--- src/rtl/baud_timer_pkg.sv ---
// Shared register addresses of the bit-rate timer.
// Assumes a 2-bit register address space.
package baud_timer_pkg;
    typedef enum logic [1:0] {
        REG_DIV_HI = 2'd0,
        REG_DIV_LO = 2'd1,
        REG_CTRL   = 2'd2,
        REG_NONE   = 2'd3
    } baud_reg_e;
endpackage

--- src/rtl/baud_regs.sv ---
// Register file: divider high and low bytes plus the clock-select bit.
// Assumes single-cycle writes and combinational read-back.
module baud_regs
    import baud_timer_pkg::*;
#(
    parameter int BYTE_W = 8,
    localparam int DIV_W = 2 * BYTE_W
) (
    input  logic              clk,
    input  logic              rst_n,
    input  logic              wr_en,
    input  logic [1:0]        addr,
    input  logic [BYTE_W-1:0] wr_data,
    output logic [BYTE_W-1:0] rd_data,
    output logic [DIV_W-1:0]  div_q,
    output logic              en_q
);
    logic [BYTE_W-1:0] hi_q;
    logic [BYTE_W-1:0] lo_q;

    // Store a write into the register picked by the address.
    always_ff @(posedge clk) begin
        if (!rst_n) begin
            hi_q <= '0;
            lo_q <= '0;
            en_q <= 1'b0;
        end else if (wr_en) begin
            case (baud_reg_e'(addr))
                REG_DIV_HI: hi_q <= wr_data;
                REG_DIV_LO: lo_q <= wr_data;
                REG_CTRL:   en_q <= wr_data[0];
                default:    ;
            endcase
        end
    end

    // Return the addressed register.
    always_comb begin
        case (baud_reg_e'(addr))
            REG_DIV_HI: rd_data = hi_q;
            REG_DIV_LO: rd_data = lo_q;
            REG_CTRL:   rd_data = {{(BYTE_W-1){1'b0}}, en_q};
            default:    rd_data = '0;
        endcase
    end

    assign div_q = {hi_q, lo_q};
endmodule

--- src/rtl/baud_prescaler.sv ---
// Fixed power-of-two prescaler: one strobe every 2**PRE_W enabled cycles.
// Assumes the counter restarts from zero whenever the enable is low.
module baud_prescaler #(
    parameter int PRE_W = 5
) (
    input  logic clk,
    input  logic rst_n,
    input  logic en,
    output logic pre_strobe
);
    logic [PRE_W-1:0] cnt_q;

    // Free-running count while enabled, held at zero otherwise.
    always_ff @(posedge clk) begin
        if (!rst_n || !en) cnt_q <= '0;
        else               cnt_q <= cnt_q + 1'b1;
    end

    assign pre_strobe = en && (cnt_q == {PRE_W{1'b1}});
endmodule

--- src/rtl/baud_divider.sv ---
// Programmable divider of prescaler strobes. It takes a new value only at
// a period boundary or while disabled. A value of 0 counts 2**DIV_W strobes.
module baud_divider #(
    parameter int DIV_W = 16
) (
    input  logic             clk,
    input  logic             rst_n,
    input  logic             en,
    input  logic             pre_strobe,
    input  logic [DIV_W-1:0] div_in,
    output logic             tick
);
    logic [DIV_W-1:0] act_q;
    logic [DIV_W-1:0] cnt_q;
    logic [DIV_W-1:0] last_val;
    logic             at_end;

    assign last_val = act_q - 1'b1;   // wraps so that 0 means 2**DIV_W
    assign at_end   = (cnt_q == last_val);
    assign tick     = en && pre_strobe && at_end;

    // Count strobes and reload the active value at each period end.
    always_ff @(posedge clk) begin
        if (!rst_n) begin
            cnt_q <= '0;
            act_q <= '0;
        end else if (!en) begin
            cnt_q <= '0;
            act_q <= div_in;
        end else if (pre_strobe) begin
            if (at_end) begin
                cnt_q <= '0;
                act_q <= div_in;
            end else begin
                cnt_q <= cnt_q + 1'b1;
            end
        end
    end
endmodule

--- src/rtl/uart_baud_timer.sv ---
// Top of the bit-rate timer: registers, prescaler and divider.
// Assumes one clock domain with a synchronous active-low reset.
module uart_baud_timer #(
    parameter int BYTE_W = 8,
    parameter int PRE_W  = 5,
    localparam int DIV_W = 2 * BYTE_W
) (
    input  logic              clk,
    input  logic              rst_n,
    input  logic              wr_en,
    input  logic [1:0]        addr,
    input  logic [BYTE_W-1:0] wr_data,
    output logic [BYTE_W-1:0] rd_data,
    output logic              baud_tick
);
    logic [DIV_W-1:0] div_val;
    logic             sel_en;
    logic             pre_strobe;

    baud_regs #(.BYTE_W(BYTE_W)) u_regs (
        .clk     (clk),
        .rst_n   (rst_n),
        .wr_en   (wr_en),
        .addr    (addr),
        .wr_data (wr_data),
        .rd_data (rd_data),
        .div_q   (div_val),
        .en_q    (sel_en)
    );

    baud_prescaler #(.PRE_W(PRE_W)) u_pre (
        .clk        (clk),
        .rst_n      (rst_n),
        .en         (sel_en),
        .pre_strobe (pre_strobe)
    );

    baud_divider #(.DIV_W(DIV_W)) u_div (
        .clk        (clk),
        .rst_n      (rst_n),
        .en         (sel_en),
        .pre_strobe (pre_strobe),
        .div_in     (div_val),
        .tick       (baud_tick)
    );
endmodule

--- config.mk ---
export PLATFORM = sky130hd
export DESIGN_NAME = uart_baud_timer
export DESIGN_NICKNAME = d
export VERILOG_FILES = /design/src/rtl/baud_timer_pkg.sv /design/src/rtl/baud_regs.sv /design/src/rtl/baud_prescaler.sv /design/src/rtl/baud_divider.sv /design/src/rtl/uart_baud_timer.sv
export SDC_FILE = /design/constraint.sdc
export NUM_CORES = 1
export LEC_CHECK = 0
export BUFFER_PORTS_ARGS = -buffer_cell sky130_fd_sc_hd__clkbuf_2
export CAP_MARGIN = 10
export CORE_MARGIN = 2
export CORE_UTILIZATION = 59
export DETAILED_ROUTE_END_ITERATION = 10
export PLACE_DENSITY = 0.79
export REMOVE_ABC_BUFFERS = 1
export SYNTH_ARGS = -nofsm -noshare
export SYNTH_HDL_FRONTEND = slang
export SYNTH_SLANG_ARGS = --single-unit
--- constraint.sdc ---
create_clock -name clk -period 3.76 [get_ports clk]
set_input_delay 0.94 -clock clk [delete_from_list [all_inputs] [get_ports clk]]
set_output_delay 0.94 -clock clk [all_outputs]
set_load 0.02 [all_outputs]
==> metrics.txt <==
number of remaining DRC errors 0; share of total power consumed by net switching about a quarter; post-synthesis compound-gate area fraction 13.5%; Reg2Reg Setup Slack approximately 0.44 ns; number of maximum-capacitance violations 0; launch point of the worst path u_div.act_q[0]$_SDFFE_PN0P_; Net Sw Power 0.000262 W; Flop pwr share between 50% and 60%; biggest area consumer among synthesized cells dfxtp_1; Via density 6.02; simple logic cell fraction of the synthesized area 22.5%; worst-case clock skew slightly below 0.007 ns; routed vias 2,270; final cycle utilization of the critical path 102%; Cell Area, Placed a little under 3000 um2; DRT Pass-1 Iters 4; Remaining Overflow, GRT 0; mux cell area share after synthesis a little under a tenth; achievable frequency around 260 MHz; leak pwr roughly 1.2 nW; Worst Reg-to-Reg Cells 10; ANT cells 0; antenna violations before repair 0; RSZ-0062 raised after global routing yes; xor-xnor portion of the synthesized cell area 9.70%; total clock buffers created by CTS 5; initial core utilization between 60% and 70%; Min-Delay Path Class reg -> reg; startpoint type of the worst setup path flip-flop; origin of the critical flop-to-flop path u_div.act_q[0]$_SDFFE_PN0P_; # hold bufs at CTS 0; Post-Syn Area roughly 2800 um2; number of buffers on the longest clock path 2; violated checks setup timing; detailed-placement wirelength estimate 4.46 mm; final core utilization approximately 66%; post-layout worst setup margin -0.0625 ns; Power Internal a little under 0.0008 W; arrival time reported for the critical path endpoint ~2.9 ns; final layout net count roughly 340; top post-synthesis cells by area dfxtp_1 39%, mux2i_1 8.9%, a32o_1 5.7%, xnor2_1 5.0%, xor2_1 4.7%; largest net degree at the start of global routing 37; mean instance size in the synthesized netlist around 9.2 um2; crit path to baud_tick; Overall Power 0.00105 W; outcome complete, but fails checks; clock-pin slew reported for the worst setup and hold paths after clock tree synthesis approximately 0.10 ns; Synth Instances approximately 300; fraction of synthesis flops using an asynchronous set or reset pin 0%; wire length per cell after detailed routing approximately 16 um; remaining antenna violation count 0; Min Clock Period, post-route 3.82 ns; Max VDD drop 0.000264 V; root buffer selected by CTS clkbuf_8; main combinational cell family by area after synthesis simple AND/OR/NAND/NOR gates; sequential fraction of the synthesis area between 30% and 40%; adder and majority cell fraction of the synthesized area about 1.8%; CTS tree done; Final Max Slew Viols 0; proportion of layout cells with a drive suffix above 1 15.2%; most instantiated flip-flop cell in the synthesis netlist dfxtp_1; gpl congestion 0.947; slew at the pin closest to its max-slew limit around 0.67 ns; share of power burned in the clock network between 30% and 40%; count of H-tree levels built during CTS 2; final standard cell area without fillers between 3000 and 4000 um2; insertion delay to the later sink of the worst-skew pair approximately 0.31 ns; number of port buffers 21; num ports 22; setup-violating endpoint count in the final report 1; y dimension of the die ~73 um; global-route wire length before repair between 10 and 15 mm; total global-route track usage between 20% and 30%; total length of routed wires 6.10 mm; relative area change from synthesis to final layout 9.97%; tightest slew margin relative to the limit a little over half; Hold Violations, Final 0; Synth Warn # 0; critical path start-end classification reg -> out; count of unique library cells instantiated by Yosys 52; core region area between 4000 and 5000 um2; count of state elements after synthesis between 50 and 60; count of flip-flops with a built-in enable after synthesis 0; power density relative to cell area around 340 nW/um2; most common cell in the synthesized netlist dfxtp_1; Crit Path Max Fanout 2; WP data required approximately 2.8 ns; number of placement rows 25; floorplan die area 5310 um2; combinational group share of total power roughly a tenth; endpoint class of the critical path output port; endpoint of the most critical register-to-register path u_div.act_q[10]$_SDFFE_PN0P_; Yosys top cell area share about two fifths; count of filler cells inserted in the layout between 300 and 400; via count of the first global-routing pass 2,165; Synth top cells by count 54 x dfxtp_1, 33 x nor2_1, 25 x mux2i_1, 19 x nand2_1, 19 x nor2b_1; width of the die 72.9 um; DRT iter0 DRCs approximately 160; TritonCTS Sinks 54
==> routing by layer <==
layer	GRT usage [%]	share of wire [%]	up-vias
met5	0	0	-
met4	5.97	0.98	0
met3	4.97	4.0	8
met2	41.7	49	47
met1	33.0	46	1074
li1	-	-	1141
==> worst min-delay path by stage <==
| stage | slack, ns | cells after the start | from | endpoint |
|---|---|---|---|---|
| 3_3_place_gp | 0.43 | 1 | u_pre.cnt_q[0]$_SDFF_PN0_ | u_pre.cnt_q[0]$_SDFF_PN0_ |
| 6_report | 0.46 | 1 | u_pre.cnt_q[0]$_SDFF_PN0_ | u_pre.cnt_q[0]$_SDFF_PN0_ |
| 2_1_floorplan | 0.42 | 1 | u_pre.cnt_q[0]$_SDFF_PN0_ | u_pre.cnt_q[0]$_SDFF_PN0_ |
| 3_5_place_dp | 0.45 | 1 | u_pre.cnt_q[0]$_SDFF_PN0_ | u_pre.cnt_q[0]$_SDFF_PN0_ |
| 5_1_grt | 0.48 | 1 | u_pre.cnt_q[0]$_SDFF_PN0_ | u_pre.cnt_q[0]$_SDFF_PN0_ |
| 4_1_cts | 0.47 | 1 | u_pre.cnt_q[0]$_SDFF_PN0_ | u_pre.cnt_q[0]$_SDFF_PN0_ |
==> kinds of logic (layout without fill, tap and decap cells) <==
logic type	after synthesis	in the layout
multiplexers	26	26
buffers and inverters	26	45
AO/OA/AOI/OAI	45	45
adder cells (fa/ha/maj)	4	4
flip-flops	54	54
AND/OR/NAND/NOR	118	118
XOR/XNOR	31	31
==> stage by stage <==
step | hold WS, ns | std cells | TNS (ns) | setup slack [ns]
3_5_place_dp | 0.452 | 367 | 0 | 0.126
3_3_place_gp | 0.435 | 367 | 0 | 0.186
5_1_grt | 0.480 | 377 | -0.188 | -0.188
6_report | 0.462 | 377 | -0.0625 | -0.0625
2_1_floorplan | 0.418 | 283 | -0.0550 | -0.0550
4_1_cts | 0.466 | 377 | -0.0865 | -0.0865
==> critical path: stages (launching register included) <==
cell and delay (ns):
dfxtp_2 0.33, inv_1 0.05, ha_1 0.15, or4b_4 0.47
or3_1 0.32, a211o_1 0.30, a22o_1 0.24, or4_4 0.44
nor3_4 0.14, buf_6 0.14
==> power by group through the flow <==
| stage | Sequential [W] | Combinational, W | Clock, W |
|---|---|---|---|
| finish | 0.000594 | 0.000110 | 0.000344 |
| CTS | 0.000593 | 0.000107 | 0.000349 |
| global placement | 0.000606 | 0.000102 | 0 |
| detailed placement | 0.000606 | 0.000103 | 0 |
| global route | 0.000595 | 0.000121 | 0.000371 |
| floorplan | 0.000603 | 0.0000681 | 0 |
==> registers in the layout, indices dropped and copies added, names as in the netlist <==
| name | flops |
|---|---|
| u_div.act_q | 16 |
| u_regs.hi_q | 8 |
| u_regs.lo_q | 8 |
| u_pre.cnt_q | 5 |
| u_div.cnt_q | 16 |
| u_regs.en_q | 1 |
==> placed cells by master (no fill, tap or decap), types with 2 or more instances in the layout <==
cell type,instances
clkbuf_8,6
nor4_1,3
a32o_1,16
or3_1,2
mux2i_1,25
ha_1,4
xnor2_1,16
nor3_4,2
nand3b_1,3
nor4b_1,2
buf_4,11
a221oi_1,2
nor2b_1,19
nor2_1,33
or4_4,2
inv_1,5
nor3_1,3
o21bai_1,2
o311ai_0,2
nand2_1,19
clkbuf_2,20
dfxtp_1,53
nand3_1,10
xor2_1,15
a211o_1,3
a31oi_1,3
and3_1,5
a21oi_1,3
o21ai_0,3
and4_1,3
nand4_1,5
==> repair_timing <==
action / in CTS / in global routing
pin swaps: 1 / 0
buffers inserted: 2 / 0
setup endpoints to repair: 1 / 1
endpoints found under the hold margin: 0 / 0
gates resized for setup: 5 / 4
==> area by class of cell <==
| cell class | instances | area, um2 | share of cell area, % |
|---|---|---|---|
| multi-input combinational | 224 | 1620 | 52.5 |
| sequential | 54 | 1080 | 35.2 |
| timing repair buffer | 32 | 194 | 6.30 |
| clock buffer | 6 | 82.6 | 2.68 |
| tap | 54 | 67.6 | 2.20 |
| inverter | 5 | 18.8 | 0.610 |
| clock inverter | 2 | 16.3 | 0.529 |
No activity file was read; power rests on OpenSTA's default activity.
